`config.mk`:
```
export PLATFORM = sky130hd
export DESIGN_NAME = branch_seq
export DESIGN_NICKNAME = d
export VERILOG_FILES = /design/src/rtl/branch_seq_pkg.sv /design/src/rtl/bseq_ctrl.sv /design/src/rtl/bseq_dp.sv /design/src/rtl/branch_seq.sv
export SDC_FILE = /design/constraint.sdc
export NUM_CORES = 1
export LEC_CHECK = 0
export BUFFER_PORTS_ARGS = -buffer_cell sky130_fd_sc_hd__clkbuf_2
export CORE_MARGIN = 5
export CORE_UTILIZATION = 38
export DETAILED_ROUTE_END_ITERATION = 7
export GPL_TIMING_DRIVEN = 0
export MAX_ROUTING_LAYER = met4
export PLACE_DENSITY = 0.56
export SETUP_SLACK_MARGIN = 0.4
export SYNTH_ARGS = -nofsm -noshare
export SYNTH_HDL_FRONTEND = slang
export SYNTH_SLANG_ARGS = --single-unit
export TNS_END_PERCENT = 100
```
`constraint.sdc`:
```
create_clock -name clk -period 6.2 [get_ports clk]
set_input_delay 0.62 -clock clk [delete_from_list [all_inputs] [get_ports clk]]
set_output_delay 0.62 -clock clk [all_outputs]
set_load 0.02 [all_outputs]
```
`src/rtl/branch_seq_pkg.sv`:
```
package branch_seq_pkg;

  typedef enum logic [3:0] {
    OP_BCC   = 4'd0,
    OP_BRA   = 4'd1,
    OP_JACC  = 4'd2,
    OP_JIMM  = 4'd3,
    OP_JMEM  = 4'd4,
    OP_JFMEM = 4'd5,
    OP_JFIMM = 4'd6,
    OP_CMEM  = 4'd7,
    OP_CIMM  = 4'd8,
    OP_CFMEM = 4'd9,
    OP_CFIMM = 4'd10
  } opKind_e;

  // strobes from control to datapath
  typedef struct packed {
    logic latch;     // capture operands and first target
    logic taken;     // relative branch goes to displaced target
    logic memWr;     // current transfer is a stack write
    logic pushBank;  // write data is the bank word
    logic pushAdv;   // stack write completes, step pointer
    logic rdSel;     // address second operand word
    logic rdLo;      // capture offset from read data
    logic rdHi;      // capture bank from read data
    logic commit;    // new offset and bank take effect
  } dpStrobe_t;

  function automatic logic condMet(input logic [3:0] c, input logic [4:0] f);
    logic z, cy, n, v, t, base;
    {t, v, n, cy, z} = f;
    case (c[3:1])
      3'd0: base = z;
      3'd1: base = cy;
      3'd2: base = n;
      3'd3: base = v;
      3'd4: base = t;
      3'd5: base = v ^ n;
      3'd6: base = (v ^ n) | z;
      default: base = cy | z;
    endcase
    return base ^ c[0];
  endfunction

  function automatic logic [1:0] pushWords(input opKind_e o);
    case (o)
      OP_CIMM, OP_CMEM:   return 2'd1;
      OP_CFIMM, OP_CFMEM: return 2'd2;
      default:            return 2'd0;
    endcase
  endfunction

  function automatic logic [1:0] readWords(input opKind_e o);
    case (o)
      OP_JMEM, OP_CMEM:   return 2'd1;
      OP_JFMEM, OP_CFMEM: return 2'd2;
      default:            return 2'd0;
    endcase
  endfunction

endpackage

```
`src/rtl/bseq_ctrl.sv`:
```
module bseq_ctrl
  import branch_seq_pkg::*;
(
  input  logic       clk,
  input  logic       rstN,
  input  logic       start,
  input  logic [3:0] op,
  input  logic [3:0] cond,
  input  logic [4:0] flags,
  input  logic       memReady,
  output dpStrobe_t  strb,
  output logic       memReq,
  output logic       busy,
  output logic       done
);

  typedef enum logic [1:0] {S_IDLE, S_WAIT, S_PUSH, S_READ} state_e;

  state_e  state, nxt;
  opKind_e opQ, opCur;
  logic    idx, doneQ;
  logic    lastPush, lastRead;

  assign opCur    = opKind_e'(op);
  assign lastPush = (pushWords(opQ) == ({1'b0, idx} + 2'd1));
  assign lastRead = (readWords(opQ) == ({1'b0, idx} + 2'd1));

  always_comb begin
    strb   = '0;
    nxt    = state;
    memReq = 1'b0;
    case (state)
      S_IDLE: begin
        if (start) begin
          strb.latch = 1'b1;
          if (opCur == OP_BCC)      strb.taken = condMet(cond, flags);
          else if (opCur == OP_BRA) strb.taken = 1'b1;
          if (strb.taken)                    nxt = S_WAIT;
          else if (pushWords(opCur) != 2'd0) nxt = S_PUSH;
          else if (readWords(opCur) != 2'd0) nxt = S_READ;
          else                               strb.commit = 1'b1;
        end
      end
      S_WAIT: begin
        strb.commit = 1'b1;
        nxt = S_IDLE;
      end
      S_PUSH: begin
        memReq        = 1'b1;
        strb.memWr    = 1'b1;
        strb.pushBank = (pushWords(opQ) == 2'd2) && !idx;
        if (memReady) begin
          strb.pushAdv = 1'b1;
          if (lastPush) begin
            if (readWords(opQ) != 2'd0) nxt = S_READ;
            else begin
              strb.commit = 1'b1;
              nxt = S_IDLE;
            end
          end
        end
      end
      default: begin
        memReq     = 1'b1;
        strb.rdSel = idx;
        if (memReady) begin
          strb.rdLo = !idx;
          strb.rdHi = idx;
          if (lastRead) begin
            strb.commit = 1'b1;
            nxt = S_IDLE;
          end
        end
      end
    endcase
  end

  always_ff @(posedge clk) begin
    if (!rstN) begin
      state <= S_IDLE;
      opQ   <= OP_BCC;
      idx   <= 1'b0;
      doneQ <= 1'b0;
    end else begin
      state <= nxt;
      doneQ <= strb.commit;
      if (strb.latch) opQ <= opCur;
      if (state != nxt)             idx <= 1'b0;
      else if (memReq && memReady)  idx <= 1'b1;
    end
  end

  assign busy = (state != S_IDLE);
  assign done = doneQ;

endmodule

```
`src/rtl/bseq_dp.sv`:
```
module bseq_dp
  import branch_seq_pkg::*;
#(
  parameter int          PC_W     = 16,
  parameter int          BANK_W   = 8,
  parameter int          DISP_W   = 8,
  parameter int unsigned RST_PC   = 'h1000,
  parameter int unsigned RST_BANK = 'h00,
  parameter int unsigned RST_SP   = 'h0800,
  localparam int         ADDR_W   = PC_W + BANK_W
) (
  input  logic              clk,
  input  logic              rstN,
  input  dpStrobe_t         strb,
  input  logic [3:0]        op,
  input  logic [PC_W-1:0]   accIn,
  input  logic [ADDR_W-1:0] opnd,
  input  logic [DISP_W-1:0] disp,
  input  logic [PC_W-1:0]   nextPc,
  input  logic [PC_W-1:0]   memRdata,
  output logic [PC_W-1:0]   pcOut,
  output logic [BANK_W-1:0] bankOut,
  output logic [PC_W-1:0]   spOut,
  output logic [ADDR_W-1:0] memAddr,
  output logic [PC_W-1:0]   memWdata
);

  logic [PC_W-1:0]   pcQ, spQ, tgtPcQ, retQ, tgtPcN, relTgt, spDec;
  logic [BANK_W-1:0] bankQ, tgtBankQ, tgtBankN;
  logic [ADDR_W-1:0] eaQ;

  assign relTgt = nextPc + {{(PC_W-DISP_W){disp[DISP_W-1]}}, disp};
  assign spDec  = spQ - PC_W'(2);

  always_comb begin
    tgtPcN   = tgtPcQ;
    tgtBankN = tgtBankQ;
    if (strb.latch) begin
      tgtPcN   = pcQ;
      tgtBankN = bankQ;
      case (opKind_e'(op))
        OP_BCC, OP_BRA:     tgtPcN = strb.taken ? relTgt : nextPc;
        OP_JACC:            tgtPcN = accIn;
        OP_JIMM, OP_CIMM:   tgtPcN = opnd[PC_W-1:0];
        OP_JFIMM, OP_CFIMM: begin
          tgtPcN   = opnd[PC_W-1:0];
          tgtBankN = opnd[ADDR_W-1:PC_W];
        end
        default: ;
      endcase
    end
    if (strb.rdLo) tgtPcN   = memRdata;
    if (strb.rdHi) tgtBankN = memRdata[BANK_W-1:0];
  end

  always_ff @(posedge clk) begin
    if (!rstN) begin
      pcQ      <= PC_W'(RST_PC);
      bankQ    <= BANK_W'(RST_BANK);
      spQ      <= PC_W'(RST_SP);
      tgtPcQ   <= '0;
      tgtBankQ <= '0;
      retQ     <= '0;
      eaQ      <= '0;
    end else begin
      tgtPcQ   <= tgtPcN;
      tgtBankQ <= tgtBankN;
      if (strb.latch) begin
        retQ <= nextPc;
        eaQ  <= opnd;
      end
      if (strb.pushAdv) spQ <= spDec;
      if (strb.commit) begin
        pcQ   <= tgtPcN;
        bankQ <= tgtBankN;
      end
    end
  end

  assign memAddr  = strb.memWr ? {{BANK_W{1'b0}}, spDec}
                               : eaQ + (strb.rdSel ? ADDR_W'(2) : ADDR_W'(0));
  assign memWdata = strb.pushBank ? {{(PC_W-BANK_W){1'b0}}, bankQ} : retQ;

  assign pcOut   = pcQ;
  assign bankOut = bankQ;
  assign spOut   = spQ;

endmodule

```
`src/rtl/branch_seq.sv`:
```
module branch_seq
  import branch_seq_pkg::*;
#(
  parameter int          PC_W     = 16,
  parameter int          BANK_W   = 8,
  parameter int          DISP_W   = 8,
  parameter int unsigned RST_PC   = 'h1000,
  parameter int unsigned RST_BANK = 'h00,
  parameter int unsigned RST_SP   = 'h0800,
  localparam int         ADDR_W   = PC_W + BANK_W
) (
  input  logic              clk,
  input  logic              rstN,
  input  logic              start,
  input  logic [3:0]        op,
  input  logic [3:0]        cond,
  input  logic [4:0]        flags,
  input  logic [PC_W-1:0]   accIn,
  input  logic [ADDR_W-1:0] opnd,
  input  logic [DISP_W-1:0] disp,
  input  logic [PC_W-1:0]   nextPc,
  output logic              busy,
  output logic              done,
  output logic [PC_W-1:0]   pcOut,
  output logic [BANK_W-1:0] bankOut,
  output logic [PC_W-1:0]   spOut,
  output logic              memReq,
  output logic              memWe,
  output logic [ADDR_W-1:0] memAddr,
  output logic [PC_W-1:0]   memWdata,
  input  logic [PC_W-1:0]   memRdata,
  input  logic              memReady
);

  dpStrobe_t strb;

  bseq_ctrl uCtrl (
    .clk(clk), .rstN(rstN), .start(start), .op(op), .cond(cond),
    .flags(flags), .memReady(memReady), .strb(strb), .memReq(memReq),
    .busy(busy), .done(done)
  );

  bseq_dp #(
    .PC_W(PC_W), .BANK_W(BANK_W), .DISP_W(DISP_W),
    .RST_PC(RST_PC), .RST_BANK(RST_BANK), .RST_SP(RST_SP)
  ) uDp (
    .clk(clk), .rstN(rstN), .strb(strb), .op(op), .accIn(accIn),
    .opnd(opnd), .disp(disp), .nextPc(nextPc), .memRdata(memRdata),
    .pcOut(pcOut), .bankOut(bankOut), .spOut(spOut),
    .memAddr(memAddr), .memWdata(memWdata)
  );

  assign memWe = strb.memWr;

endmodule

```
Word level (Yosys, flattened, before mapping):

Cells that the tools add are included.

* flip-flop bits (word level): 112
* bits of input ports: 97
* output and inout port bits: 84
* word-level logic and storage cells: 131

* add/subtract/negate cells: 4
* equality and inequality tests: 28
* mux-type cells: 59
* bitwise gates (word level): 5
* reduce and logical (&&, ||, !) cells: 24

Operators with widths (count)
* 2-to-1 mux 16 bit: 4
* one-hot mux 16 bit (3 select lines): 1
* 2-to-1 mux 2 bit: 23
* equality test 4 x 3 -> 1 bit, second input constant: 7
* adder 24 bit: 1
* equality test 4 bit, second input constant: 6
* 2-to-1 mux 24 bit: 1
* 2-to-1 mux 8 bit: 3
* OR reduction 2 bit: 12
* 2-to-1 mux 1 bit: 17
* adder 16 bit: 1
* one-hot mux 2 bit (2 select lines): 4
* subtractor 16 x 2 -> 16 bit, second input constant: 1
* equality test 3 bit, second input constant: 3
* 2-to-1 mux 3 bit: 3
* equality test 4 x 2 -> 1 bit, second input constant: 2
* nonzero test 2 bit: 4
* one-hot mux 1 bit (7 select lines): 1
* equality test 3 x 2 -> 1 bit, second input constant: 2
* one-hot mux 2 bit (3 select lines): 1
* equality test 2 bit: 2
* equality test 2 bit, second input constant: 2
* equality test 4 x 1 -> 1 bit, second input constant: 1
* zero test 4 bit: 1
* 14 further kinds: 17

Depth between registers and ports, before layout:

Gate-level depths: netlist of run 1.

* word-level depth: 26
* depth in mapped cells: 12
* depth with buffers taken out: 12

By module:

From an unflattened synthesis of run 1, not the netlist that was laid out.

* cell total of the unflattened synthesis: 855
* area total of the unflattened synthesis: 6931.6 um2

By module, submodules not included
* bseq_dp: instances 1, cells each 753, area each 6185.9 um2, seq. area each 2062.0 um2
* bseq_ctrl: instances 1, cells each 102, area each 745.7 um2, seq. area each 160.2 um2

Least setup slack after synthesis of run 1:

No wires, ideal clock.

* path type: reg-to-output
* start point: register uDp.spQ[1], in the netlist uDp.spOut[1]
* end point: output memAddr[15]
* arrival time: 2638 ps
* data required time: 5580 ps
* path slack: 2942 ps
* stages on the path, launching flop included: 11
* buffers on the path: 0
* path through: dfxtp_1 inv_1 ha_1 nand2_1 or3_1 or3_4 or3_4 nor3_4 nand2_1 xor2_1 a21oi_1

* word-level cells in the longest chain between the ends: 2

Ends and longest elaborated chain
* start, declared: RTL line bseq_dp.sv:28 `logic [PC_W-1:0] pcQ, spQ, tgtPcQ, retQ, tgtPcN, relTgt, spDec;`
* start signal, assigned: RTL line bseq_dp.sv:60 `spQ <= PC_W'(RST_SP);`
* start signal, assigned: RTL line bseq_dp.sv:72 `if (strb.pushAdv) spQ <= spDec;`
* subtractor 16 x 2 -> 16 bit: RTL line bseq_dp.sv:33 `assign spDec = spQ - PC_W'(2);`
* 2-to-1 mux 24 bit: RTL line bseq_dp.sv:80 `assign memAddr = strb.memWr ? {{BANK_W{1'b0}}, spDec}`
* end, declared: RTL line branch_seq.sv:29 `output logic [ADDR_W-1:0] memAddr,`

No other way between the ends.

Worst setup path in the final report of run 1:

Ends and elaborated chain as after synthesis.

==> impl_results.rst, run 1 <==
.. list-table::
   :header-rows: 1

   * - Metric
     - Value
   * - Run status
     - completed
   * - Number of global-route vias before repair
     - 7703
   * - Number of max-cap violations
     - 0
   * - Highest achievable clock rate
     - 264.6 MHz
   * - Count of endpoints failing hold in the final timing report
     - 0
   * - All-layer global routing usage
     - 0.2461
   * - Std-Cell Rows
     - 51
   * - Most used flip-flop cell after synthesis
     - sky130_fd_sc_hd__dfxtp_1
   * - Share of layout cells above drive strength 1
     - 0.1962
   * - Min Clock Period, post-route
     - 3.780 ns
   * - Pint
     - 0.001331 W
   * - # setup viols final
     - 0
   * - Number of enable-type register cells in the synthesized netlist
     - 0
   * - Detailed-route vias per instance
     - 5.356
   * - Antenna diode count
     - 0
   * - Share of flip-flops with an asynchronous set or reset after synthesis
     - 0
   * - Final core area utilization
     - 0.4670
   * - Reg area
     - 2222 um2
   * - Peak VDD IR
     - 142.3 uV
   * - Start-to-end type of the worst setup path
     - reg2out
   * - Count of hold buffers inserted by post-cts repair
     - 0
   * - Number of antenna violations at the first check in global routing
     - 1
   * - Lkg Pwr
     - 3.970 nW
   * - Placed cell areas
     - 8832 um2
   * - Critical path startpoint category
     - flip-flop
   * - Largest net degree at the start of global routing
     - 21
   * - DR DRC count
     - 0
   * - Final Cell Area
     - 9149 um2
   * - Count of port buffers added during placement
     - 178
   * - Die Ht
     - 151.4 um
   * - Sequential fraction of the synthesis area
     - 0.2925
   * - Sinks on the clock net
     - 111
   * - Unrepaired setup endpoints after global routing
     - no
   * - Library cell with the largest summed area after synthesis
     - sky130_fd_sc_hd__dfxtp_1
   * - Maximum fanout count along the critical path
     - 4
   * - Total global routing overflow
     - 0
   * - Worst max-slew margin expressed relative to the limit
     - 0.5135
   * - Number of fillers in the final layout
     - 2093
   * - Post_cts resized
     - 0
   * - Avg Synthesized Cell Area
     - 7.536 um2
   * - Horizontal die dimension
     - 151.4 um
   * - Dominant cells by area after synthesis
     - sky130_fd_sc_hd__dfxtp_1 29%, sky130_fd_sc_hd__nand2_1 8.8%, sky130_fd_sc_hd__a21boi_0 5.0%
   * - Cell Area, Synth
     - 7596 um2
   * - Combined area of the multi-input logic cells
     - 5040 um2
   * - Maximum cell stage delay along the critical path
     - 0.39 ns
   * - Count of unique library cells instantiated by Yosys
     - 78
   * - Clock transition at the registers of the reported paths
     - 0.08 ns
   * - RePlAce Congestion
     - 0.9239
   * - Final TNS setup
     - 0 ns
   * - Cell at the slowest stage of the critical path
     - sky130_fd_sc_hd__or3_1
   * - CTS tree
     - done
   * - Share of total power consumed by net switching
     - 0.3620
   * - Antenna Nets Post-Route
     - 0
   * - Fraction of power consumed by sequential logic
     - 0.391
   * - Most used cells in the layout excluding fill and tap cells
     - 179 x sky130_fd_sc_hd__nand2_1, 178 x sky130_fd_sc_hd__clkbuf_2, 111 x sky130_fd_sc_hd__dfxtp_1, 69 x sky130_fd_sc_hd__nor2_1, 61 x sky130_fd_sc_hd__o21ai_0
   * - Pre-Repair DR Iteration Count
     - 5
   * - Clock root buffer
     - sky130_fd_sc_hd__clkbuf_16
   * - Die ar.
     - 22920 um2
   * - Total vias in the final route
     - 7863
   * - Arrival time worst endpoint
     - 3.16 ns
   * - Number of cells produced by synthesis
     - 1008
   * - Placeable core area
     - 19590 um2
   * - Share of Yosys cell area claimed by the top area cell type
     - 0.2925
   * - Part of the power in combinational logic
     - 0.307
   * - Number of slew-limit violations in the final report
     - 0
   * - Switching power
     - 0.0007553 W
   * - Wire length after detailed routing
     - 27410 um
   * - Synth-to-layout area growth
     - 20.44%
   * - Count of warnings emitted by yosys
     - 0
   * - Leading cell type in the layout, fill and taps excluded
     - sky130_fd_sc_hd__nand2_1
   * - Final setup skew
     - 0.01173 ns
   * - Flip-flop and latch count after synthesis
     - 111
   * - Worst skew pair latency
     - 0.36 ns
   * - Cell Pwr Density
     - 228.1 nW/um2
   * - Path category of the worst min-delay check
     - reg2reg
   * - Number of buffers on the longest clock path
     - 2
   * - Post-synthesis net count
     - 1124
   * - Total I/O pin count
     - 181
   * - Wire length of the first global-routing pass
     - 42390 um
   * - Detailed placer's ending HPWL
     - 21650 um
   * - DR WL/cell
     - 18.67 um
   * - Final clock period utilization by the worst path
     - 0.6096
   * - Clk pwr share
     - 0.301
   * - Number of nets at the end of the flow
     - 1314
   * - Critical path cell sequence
     - inv_1 > ha_1 > nand2_1 > or3_1 > or3_4 > or3_4 > nor3_4 > nand2_1 > xor2_1 > a21oi_1 > clkbuf_2
   * - Number of H-tree branching levels
     - 3
   * - Nature of the critical path endpoint
     - output port
   * - Pin slew with the least headroom to its limit
     - 0.7297 ns
   * - Post-CTS setup buffers
     - 0
   * - Data required time of the critical path
     - 5.58 ns
   * - Number of buffers inserted during clock tree synthesis
     - 9
   * - Starting utilization of the core area
     - 0.3877
   * - Iter 0 DRT Violations
     - 422
-- metal layers --
metal	up-vias	GRT usage	routed length (um)
li1	3904	-	-
met1	3672	0.3176	12220
met2	257	0.4019	12830
met5	-	-	0
met3	30	0.04638	1854
met4	0	0.05485	504
-- worst paths after layout --
path | from | end | slack (ns) | depth (start not counted)
setup / recovery | uDp.spOut[1]$_SDFFE_PN0P_ | memAddr[15] | 2.42 | 11
hold / removal | uDp.retQ[13]$_SDFFE_PN0P_ | uDp.retQ[13]$_SDFFE_PN0P_ | 0.46 | 2
setup reg to reg | uCtrl.state[1]$_SDFF_PN0_ | uDp.retQ[10]$_SDFFE_PN0P_ | 3.02 | 8
hold reg to reg | uDp.retQ[13]$_SDFFE_PN0P_ | uDp.retQ[13]$_SDFFE_PN0P_ | 0.46 | 2
-- power by group through the flow --
stage	Clock (W)	Combinational (W)	Sequential (W)
5_1_grt	0.000663	0.000707	0.000824
4_1_cts	0.000635	0.000642	0.000816
3_5_place_dp	0	0.000640	0.000833
2_1_floorplan	0	0.000396	0.000845
6_report	0.000628	0.000641	0.000817
3_3_place_gp	0	0.000636	0.000833
-- area by class of cell --
cell class	instances	area share
buffer	70	0.03187
multi-input combinational	814	0.5509
tap	265	0.03624
clock inverter	7	0.009984
clock buffer	9	0.02462
timing repair buffer	179	0.09819
sequential	111	0.2429
inverter	13	0.005334
-- state kept, by name (all words and copies together) (netlist names) --
name          cells
uCtrl.done        1
uCtrl.idx         1
uDp.tgtPcQ       16
uDp.tgtBankQ      8
uDp.bankOut       8
uCtrl.opQ         4
uDp.retQ         16
uDp.pcOut        16
uCtrl.state       2
uDp.spOut        15
uDp.eaQ          24
-- through the flow --
| step | total power (W) | std cells | worst slack (ns) | hold WS [ns] |
|---|---|---|---|---|
| after floorplan | 0.001241 | 1008 | 2.942 | 0.4388 |
| after global placement | 0.001469 | 1451 | 2.330 | 0.4483 |
| after detailed placement | 0.001473 | 1452 | 2.772 | 0.4566 |
| after CTS | 0.002093 | 1468 | 2.447 | 0.4674 |
| after global routing | 0.002194 | 1468 | 2.229 | 0.4827 |
| final | 0.002087 | 1468 | 2.420 | 0.4650 |
-- cells by family after synthesis --
kind of cell,Yosys count,synth area share
xor+xnor,55,0.06342
mux,31,0.04299
simple gates,433,0.2794
fa+ha+maj,19,0.03229
buf+inv,83,0.04480
compound gates,275,0.2441
flops,111,0.2925
other cells,1,0.0004937
-- Yosys cell counts (4+ instances only) --
| library cell | count |
|---|---|
| sky130_fd_sc_hd__nand3_1 | 22 |
| sky130_fd_sc_hd__and2_1 | 22 |
| sky130_fd_sc_hd__inv_1 | 12 |
| sky130_fd_sc_hd__o21ai_0 | 61 |
| sky130_fd_sc_hd__and3_1 | 10 |
| sky130_fd_sc_hd__nor3_1 | 15 |
| sky130_fd_sc_hd__xnor2_1 | 29 |
| sky130_fd_sc_hd__o2bb2ai_1 | 5 |
| sky130_fd_sc_hd__xor2_1 | 26 |
| sky130_fd_sc_hd__nand2_1 | 179 |
| sky130_fd_sc_hd__buf_2 | 5 |
| sky130_fd_sc_hd__a31oi_1 | 5 |
| sky130_fd_sc_hd__o31ai_1 | 4 |
| sky130_fd_sc_hd__a21boi_0 | 51 |
| sky130_fd_sc_hd__o211ai_1 | 5 |
| sky130_fd_sc_hd__a21o_1 | 10 |
| sky130_fd_sc_hd__o211a_1 | 10 |
| sky130_fd_sc_hd__mux2_2 | 8 |
| sky130_fd_sc_hd__o21ai_1 | 4 |
| sky130_fd_sc_hd__clkbuf_1 | 58 |
| sky130_fd_sc_hd__nor2b_1 | 39 |
| sky130_fd_sc_hd__ha_1 | 18 |
| sky130_fd_sc_hd__o22ai_1 | 16 |
| sky130_fd_sc_hd__a211oi_1 | 18 |
| sky130_fd_sc_hd__or3_1 | 12 |
| sky130_fd_sc_hd__nand2b_1 | 26 |
| sky130_fd_sc_hd__mux2i_1 | 21 |
| sky130_fd_sc_hd__a21oi_1 | 53 |
| sky130_fd_sc_hd__dfxtp_1 | 111 |
| sky130_fd_sc_hd__nand4_1 | 8 |
| sky130_fd_sc_hd__nor2_1 | 69 |
| sky130_fd_sc_hd__o2111ai_1 | 5 |
-- worst max-delay path: cells and delay by family, from the launching register on --
kind,cells,cell delay [ns]
and+or+nand+nor,6,1.56
DFF,1,0.36
buffers and inverters,2,0.32
adders and majority gates,1,0.22
AOI/OAI and AO/OA,1,0.21
xor gates and xnor gates,1,0.15
Power figures use the tool's default switching activity.
==> run 2: changes to the inputs <==
==> constraint.sdc (replaced) <==
create_clock -name clk -period 3.5 [get_ports clk]
set_input_delay 0.35 -clock clk [delete_from_list [all_inputs] [get_ports clk]]
set_output_delay 0.35 -clock clk [all_outputs]
set_load 0.02 [all_outputs]
==> run 2 against run 1 <==
Against the previous run: combinational power up 87%; final cell count up 0.75%; wire length up 0.61%; count of clock-buffer cells in the layout unchanged; clock skew about the same; core utilization up 1.0 points; sequential share of layout area down 0.41 points; global-route usage up 0.21 points; first-iteration DRC count up 3.8%; critical endpoint unchanged.
==> impl_results.rst, run 2 (same netlist as run 1, synthesis figures left out) <==
.. list-table::
   :header-rows: 1

   * - Metric
     - Value
   * - Total global routing overflow
     - 0 (unchanged)
   * - Hold_ws
     - 0.2402 ns (-0.2247 ns)
   * - Hold path startpoint
     - opnd[20]
   * - Most repeated library cell on the critical path
     - sky130_fd_sc_hd__or3_4
   * - Starting utilization of the core area
     - 0.3877 (unchanged)
   * - Clk pwr share
     - 0.296 (-0.005)
   * - Cell depth of the worst flop-to-flop path
     - 10 (+2)
   * - Total I/O pin count
     - 181 (unchanged)
   * - Largest net degree at the start of global routing
     - 21 (unchanged)
   * - Sinks on the clock net
     - 111 (unchanged)
   * - Pint
     - 0.002402 W (+80%)
   * - Switching power
     - 0.001353 W (+79%)
   * - Fraction of power consumed by sequential logic
     - 0.386 (-0.005)
   * - Most used cells in the layout excluding fill and tap cells
     - 181 x sky130_fd_sc_hd__clkbuf_2, 177 x sky130_fd_sc_hd__nand2_1, 106 x sky130_fd_sc_hd__dfxtp_1, 65 x sky130_fd_sc_hd__nor2_1, 59 x sky130_fd_sc_hd__o21ai_0
   * - Wire length after detailed routing
     - 27580 um (+0.61%)
   * - Cell at the slowest stage of the critical path
     - sky130_fd_sc_hd__dfxtp_4
   * - RePlAce Congestion
     - 0.9239 (unchanged)
   * - Path category of the worst min-delay check
     - in2reg
   * - Reg-to-Reg End
     - uDp.pcOut[12]$_SDFFE_PN1P_
   * - Antenna diode count
     - 0 (unchanged)
   * - Number of buffers on the longest clock path
     - 2 (unchanged)
   * - Clock root buffer
     - sky130_fd_sc_hd__clkbuf_16
   * - Total vias in the final route
     - 7888 (+0.32%)
   * - Detailed placer's ending HPWL
     - 21650 um (unchanged)
   * - Run status
     - completed
   * - Part of the power in combinational logic
     - 0.318 (+0.011)
   * - Pre-Repair DR Iteration Count
     - 5 (unchanged)
   * - Flop2flop setup slack
     - 0.78 ns (-2.24 ns)
   * - Worst R2R Start
     - uCtrl.state[1]$_SDFF_PN0_
   * - Start-to-end type of the worst setup path
     - reg2out
   * - Max reg flops
     - 24 (unchanged)
   * - Wire length of the first global-routing pass
     - 42760 um (+0.86%)
   * - Die Ht
     - 151.4 um (unchanged)
   * - Worst skew pair latency
     - 0.36 ns (about the same)
   * - Number of global-route vias before repair
     - 7766 (+0.82%)
   * - Detailed-route vias per instance
     - 5.333 (-0.43%)
   * - Die ar.
     - 22920 um2 (unchanged)
   * - Iter 0 DRT Violations
     - 438 (+3.8%)
   * - Synth-to-layout area growth
     - 23.13%
   * - # setup viols final
     - 0 (unchanged)
   * - Horizontal die dimension
     - 151.4 um (unchanged)
   * - Final setup skew
     - 0.01141 ns (-0.0003232 ns)
   * - Unrepaired setup endpoints after global routing
     - yes
   * - Final clock period utilization by the worst path
     - 0.8674
   * - DR DRC count
     - 0 (unchanged)
   * - All-layer global routing usage
     - 0.2482 (+0.002067)
   * - Number of antenna violations at the first check in global routing
     - 1 (unchanged)
   * - Antenna Nets Post-Route
     - 0 (unchanged)
   * - Nature of the critical path endpoint
     - output port
   * - Min Clock Period, post-route
     - 3.036 ns
   * - Worst slack at placement
     - 0.3321 ns (-2.440 ns)
   * - Number of slew-limit violations in the final report
     - 0 (unchanged)
   * - Peak VDD IR
     - 250.7 uV (+76%)
   * - Worst hold stages
     - 3 (+1)
   * - Pin slew with the least headroom to its limit
     - 0.7035 ns (-0.02621 ns)
   * - Count of port buffers added during placement
     - 178 (unchanged)
   * - Number of max-cap violations
     - 0 (unchanged)
   * - Final Cell Area
     - 9353 um2 (+2.2%)
   * - Count of endpoints failing hold in the final timing report
     - 0 (unchanged)
   * - Worst max-slew margin expressed relative to the limit
     - 0.5310 (+0.01747)
   * - Final core area utilization
     - 0.4774 (+0.01041)
   * - Placed cell areas
     - 8832 um2 (unchanged)
   * - Min setup slack post-route
     - 0.4642 ns (-1.956 ns)
   * - Share of total power consumed by net switching
     - 0.3604 (-0.001626)
   * - Maximum fanout count along the critical path
     - 3 (-1)
   * - Number of nets at the end of the flow
     - 1325 (+0.84%)
   * - DR WL/cell
     - 18.64 um (-0.14%)
   * - Final TNS setup
     - 0 ns (unchanged)
   * - Data required time of the critical path
     - 3.15 ns (-2.43 ns)
   * - Clock transition at the registers of the reported paths
     - 0.08 ns (about the same)
   * - Critical path cell sequence
     - inv_4 > ha_4 > nand2_4 > or3_4 > or3_4 > or3_4 > nor3_4 > nand2_1 > xor2_1 > a21oi_2 > buf_4
   * - Std-Cell Rows
     - 51 (unchanged)
   * - Maximum cell stage delay along the critical path
     - 0.37 ns (-0.02 ns)
   * - Critical path startpoint category
     - flip-flop
   * - Arrival time worst endpoint
     - 2.69 ns (-0.47 ns)
   * - Number of buffers inserted during clock tree synthesis
     - 9 (unchanged)
   * - Worst Hold Endpoint
     - uDp.eaQ[20]$_SDFFE_PN0P_
   * - Placeable core area
     - 19590 um2 (unchanged)
   * - Leading cell type in the layout, fill and taps excluded
     - sky130_fd_sc_hd__clkbuf_2
   * - CTS tree
     - done
   * - Share of layout cells above drive strength 1
     - 0.2273 (+0.03117)
   * - Register bank with the most flops
     - uDp.eaQ
   * - Number of H-tree branching levels
     - 3 (unchanged)
   * - Lkg Pwr
     - 4.066 nW (+2.4%)
   * - Cell Pwr Density
     - 401.5 nW/um2 (+76%)
   * - Highest achievable clock rate
     - 329.4 MHz
-- run 2: changes by cell type in the layout (fill, tap and decap cells not counted), sizes merged --
cell / before / now
clkbuf: 245 / 241
buf: 13 / 28
-- run 2: worst max path at each step --
stage	start	end	slack, ns	cells after the start
2_1_floorplan	uDp.spOut[1]$_SDFFE_PN0P_	memAddr[15]	0.51	10
3_3_place_gp	uCtrl.state[0]$_SDFF_PN0_	memWdata[6]	-0.10	6
4_1_cts	uDp.spOut[2]$_SDFFE_PN0P_	memAddr[15]	0.34	11
6_report	uDp.spOut[2]$_SDFFE_PN0P_	memAddr[15]	0.46	11
3_5_place_dp	uCtrl.state[1]$_SDFF_PN0_	uDp.retQ[10]$_SDFFE_PN0P_	0.33	8
5_1_grt	uDp.spOut[2]$_SDFFE_PN0P_	memAddr[15]	0.34	11
-- run 2: layer usage --
| layer | GRT usage | wire (um) |
|---|---|---|
| met5 | - | 0 |
| met1 | 0.3174 | 12510 |
| met2 | 0.4074 | 13080 |
| met4 | 0.05984 | 484 |
| met3 | 0.04548 | 1506 |
-- run 2: area by class of cell --
type	instances	area, um2
Buffer	69	296.5
Fill cell	2085	10240
Tap cell	265	331.6
Multi-Input combinational cell	814	5124
Clock inverter	7	91.34
Inverter	13	51.30
Clock buffer	9	225.2
Timing Repair Buffer	191	999.7
Sequential cell	111	2233
-- run 2: per-stage QoR --
stage          instances  power (W)
2_1_floorplan       1008   0.002198
3_3_place_gp        1451   0.002601
3_5_place_dp        1452   0.002609
4_1_cts             1478   0.003750
5_1_grt             1479   0.003952
6_report            1479   0.003755
-- run 2: timing repair --
action / 4_1_cts / 5_1_grt
hold buffers: 0 / 0
pin swaps: 5 / 3
gates resized for setup: 24 / 24
endpoints found under the setup margin: 16 / 23
gates cloned: 0 / 0
buffers inserted: 10 / 2
-- run 2: power by group through the flow --
stage / Combinational (W) / Sequential, W / Clock (W)
after floorplan: 0.000702 / 0.00150 / 0
after global placement: 0.00113 / 0.00148 / 0
after detailed placement: 0.00113 / 0.00148 / 0
after CTS: 0.00118 / 0.00145 / 0.00112
after global routing: 0.00131 / 0.00146 / 0.00118
final: 0.00120 / 0.00145 / 0.00111
-- run 2: critical path, delay by kind of cell, from the launching register on --
family	cells	cell delay, ns
flip-flops	1	0.37
XOR/XNOR	1	0.15
AO/OA/AOI/OAI	1	0.15
AND/OR/NAND/NOR	6	1.30
adder cells (fa/ha/maj)	1	0.14
buffers and inverters	2	0.22
==> run 3: changes to the inputs <==
--- a/config.mk
+++ b/config.mk
@@ -6,12 +6,14 @@
 export NUM_CORES = 1
 export LEC_CHECK = 0
 export BUFFER_PORTS_ARGS = -buffer_cell sky130_fd_sc_hd__clkbuf_2
+export CELL_PAD_IN_SITES_DETAIL_PLACEMENT = 1
+export CELL_PAD_IN_SITES_GLOBAL_PLACEMENT = 2
 export CORE_MARGIN = 5
-export CORE_UTILIZATION = 38
+export CORE_UTILIZATION = 31
 export DETAILED_ROUTE_END_ITERATION = 7
 export GPL_TIMING_DRIVEN = 0
 export MAX_ROUTING_LAYER = met4
-export PLACE_DENSITY = 0.56
+export PLACE_DENSITY = 0.78
 export SETUP_SLACK_MARGIN = 0.4
 export SYNTH_ARGS = -nofsm -noshare
 export SYNTH_HDL_FRONTEND = slang
==> run 3 against run 2 <==
Against the previous run: count of clock-buffer cells in the layout did not move; setup slack lost 0.043 ns; die area up 21%; clock power increased by 7%; via count increased by 1.5%.
==> impl_results.rst, run 3 (same netlist as run 1, synthesis figures left out) <==
.. list-table::
   :header-rows: 1

   * - Metric
     - Value
   * - Final TNS setup
     - 0 ns (unchanged)
   * - Final clock period utilization by the worst path
     - 0.8797 (+0.01231)
   * - Part of the power in combinational logic
     - 0.315 (-0.003)
   * - Peak VDD IR
     - 239.8 uV (-4.4%)
   * - Synth-to-layout area growth
     - 24.81%
   * - CTS tree
     - done
   * - Total power draw
     - 0.003856 W (+2.7%)
   * - Total vias in the final route
     - 8007 (+1.5%)
   * - Cell at the slowest stage of the critical path
     - sky130_fd_sc_hd__dfxtp_4
   * - Min Clock Period, post-route
     - 3.079 ns (+0.04310 ns)
   * - Max reg flops
     - 24 (unchanged)
   * - Maximum cell stage delay along the critical path
     - 0.38 ns (about the same)
   * - Data required time of the critical path
     - 3.15 ns (about the same)
   * - Clock transition at the registers of the reported paths
     - 0.08 ns (about the same)
   * - Min setup slack post-route
     - 0.4211 ns (-0.04310 ns)
   * - Detailed placer's ending HPWL
     - 24560 um (+13%)
   * - Count of port buffers added during placement
     - 178 (unchanged)
   * - Starting utilization of the core area
     - 0.3133 (-0.07449)
   * - Std-Cell Rows
     - 57 (+12%)
   * - Number of antenna violations at the first check in global routing
     - 1 (unchanged)
   * - Wire length of the first global-routing pass
     - 47470 um (+11%)
   * - DR DRC count
     - 0 (unchanged)
   * - Cell total after placement
     - 1511 (+4.1%)
   * - Cell Pwr Density
     - 406.7 nW/um2 (+1.3%)
   * - Register bank with the most flops
     - uDp.eaQ
   * - Count of endpoints failing hold in the final timing report
     - 0 (unchanged)
   * - Run status
     - completed
   * - Bufs and invs on worst path
     - 1 (-1)
   * - Lkg Pwr
     - 4.094 nW (+0.68%)
   * - Largest net degree at the start of global routing
     - 21 (unchanged)
   * - Share of layout cells above drive strength 1
     - 0.2286 (+0.001271)
   * - Die ar.
     - 27730 um2 (+21%)
   * - DR WL/cell
     - 19.96 um (+7.0%)
   * - Number of fillers in the final layout
     - 3060 (+47%)
   * - Horizontal die dimension
     - 166.5 um (+10%)
   * - Total global routing overflow
     - 0 (unchanged)
   * - Sinks on the clock net
     - 111 (unchanged)
   * - Path category of the worst min-delay check
     - in2reg
   * - Wire length after detailed routing
     - 30730 um (+11%)
   * - Number of nets at the end of the flow
     - 1327 (+0.15%)
   * - Number of H-tree branching levels
     - 3 (unchanged)
   * - Leading cell type in the layout, fill and taps excluded
     - sky130_fd_sc_hd__clkbuf_2
   * - Antenna diode count
     - 0 (unchanged)
   * - Highest achievable clock rate
     - 324.8 MHz (-1.4%)
   * - Number of global-route vias before repair
     - 8334 (+7.3%)
   * - Start-to-end type of the worst setup path
     - reg2out
   * - Critical path startpoint category
     - flip-flop
   * - Iter 0 DRT Violations
     - 421 (-3.9%)
   * - GR met1 Demand/Resource
     - 0.2794 (-0.03795)
   * - Worst slack at placement
     - 0.2934 ns (-0.03875 ns)
   * - Largest delay contributor family on the critical path
     - simple AND/OR/NAND/NOR gates
   * - Antenna Nets Post-Route
     - 0 (unchanged)
   * - Share of total power consumed by net switching
     - 0.3580 (-0.002364)
   * - Maximum fanout count along the critical path
     - 5 (+2)
   * - Clock root buffer
     - sky130_fd_sc_hd__clkbuf_16
   * - # setup viols final
     - 0 (unchanged)
   * - Final setup skew
     - 0.008869 ns (-0.002541 ns)
   * - Pre-Repair DR Iteration Count
     - 5 (unchanged)
   * - Pint
     - 0.002475 W (+3.1%)
   * - Met3 GRT Util
     - 0.03129 (-0.01419)
   * - Number of slew-limit violations in the final report
     - 0 (unchanged)
   * - Most repeated library cell on the critical path
     - sky130_fd_sc_hd__or3_4
   * - Met2 track demand over resource
     - 0.3825 (-0.02493)
   * - Worst skew pair latency
     - 0.36 ns (about the same)
   * - Grt peak-use layer
     - met2
   * - RePlAce Congestion
     - 0.8982 (-2.8%)
   * - Number of max-cap violations
     - 0 (unchanged)
   * - Critical path cell sequence
     - nor2_2 > nand2_4 > or3_4 > or3_4 > or3_4 > nor3_4 > nand2_1 > xor2_1 > a21oi_2 > buf_4
   * - Placeable core area
     - 24250 um2 (+24%)
   * - Unrepaired setup endpoints after global routing
     - yes
   * - Total I/O pin count
     - 181 (unchanged)
   * - Number of buffers inserted during clock tree synthesis
     - 9 (unchanged)
   * - Die Ht
     - 166.5 um (+10%)
   * - Clk pwr share
     - 0.308 (+0.012)
   * - Non-filler cells, final
     - 1540 (+4.1%)
   * - Switching power
     - 0.001380 W (+2.0%)
   * - Hold_ws
     - 0.2464 ns (+0.006164 ns)
   * - Most used cells in the layout excluding fill and tap cells
     - 180 x sky130_fd_sc_hd__clkbuf_2, 177 x sky130_fd_sc_hd__nand2_1, 106 x sky130_fd_sc_hd__dfxtp_1, 65 x sky130_fd_sc_hd__nor2_1, 59 x sky130_fd_sc_hd__o21ai_0
   * - Flop2flop setup slack
     - 0.59 ns (-0.19 ns)
   * - Detailed-route vias per instance
     - 5.199 (-2.5%)
   * - Nature of the critical path endpoint
     - output port
   * - Fraction of power consumed by sequential logic
     - 0.377 (-0.009)
   * - Arrival time worst endpoint
     - 2.73 ns (+0.04 ns)
   * - Pin slew with the least headroom to its limit
     - 0.7684 ns (+0.06486 ns)
   * - Number of buffers on the longest clock path
     - 2 (unchanged)
   * - Worst max-slew margin expressed relative to the limit
     - 0.4877 (-0.04324)
   * - All-layer global routing usage
     - 0.2220 (-0.02617)
run 3: changes by cell type in the layout (fill, tap and decap cells not counted), sizes merged:
cell / change
clkbuf: -1
inv: +1
clkinvlp: -1
buf: +3
clkinv: -1
bufinv: +1
run 3: cell type report:
class                           count  area [um2]  area share
Timing Repair Buffer              193        1021      0.1077
Sequential cell                   111        2236      0.2358
Multi-Input combinational cell    814        5130      0.5411
Inverter                           13       53.80    0.005675
Clock inverter                      7       113.9     0.01201
Tap cell                          324       405.4     0.04276
Clock buffer                        9       225.2     0.02376
Buffer                             69       295.3     0.03115
run 3: per-stage QoR:
step | cell area, um2 | utilization
global placement | 8892 | 0.3667
detailed placement | 8906 | 0.3673
global route | 9480 | 0.3910
finish | 9480 | 0.3910
CTS | 9364 | 0.3862
floorplan | 7596 | -
run 3: path summary, 6_finish.rpt:
path | from | end | cells past startpoint
min reg2reg | uDp.eaQ[0]$_SDFFE_PN0P_ | uDp.eaQ[0]$_SDFFE_PN0P_ | 2
min | opnd[19] | uDp.eaQ[19]$_SDFFE_PN0P_ | 3
max reg2reg | uCtrl.state[1]$_SDFF_PN0_ | uDp.eaQ[1]$_SDFFE_PN0P_ | 8
max | uDp.spOut[3]$_SDFFE_PN0P_ | memAddr[15] | 10
run 3: worst min-delay path, stage by stage:
cell and delay [ns]:
sky130_fd_sc_hd__clkbuf_2 0.10, sky130_fd_sc_hd__nand2_1 0.06, sky130_fd_sc_hd__a21boi_0 0.06
run 3: timing repair:
item | CTS | global route
hold buffers | 0 | 0
endpoints found under the setup margin | 11 | 24
pin swaps | 4 | 5
buffers inserted | 8 | 6
resized for setup | 25 | 27
run 3: power by group through the flow:
stage          clock network (W)  registers, W  logic, W
2_1_floorplan                  0       0.00150  0.000702
3_3_place_gp                   0       0.00148   0.00115
3_5_place_dp                   0       0.00148   0.00116
6_report                 0.00119       0.00145   0.00122
4_1_cts                  0.00121       0.00145   0.00120
5_1_grt                  0.00127       0.00147   0.00133
run 3: routing by layer:
metal / part of all wire / vias to the layer above
li1: - / 3935
met1: 0.45 / 3884
met2: 0.50 / 161
met3: 0.037 / 27
met4: 0.016 / 0
met5: 0 / -
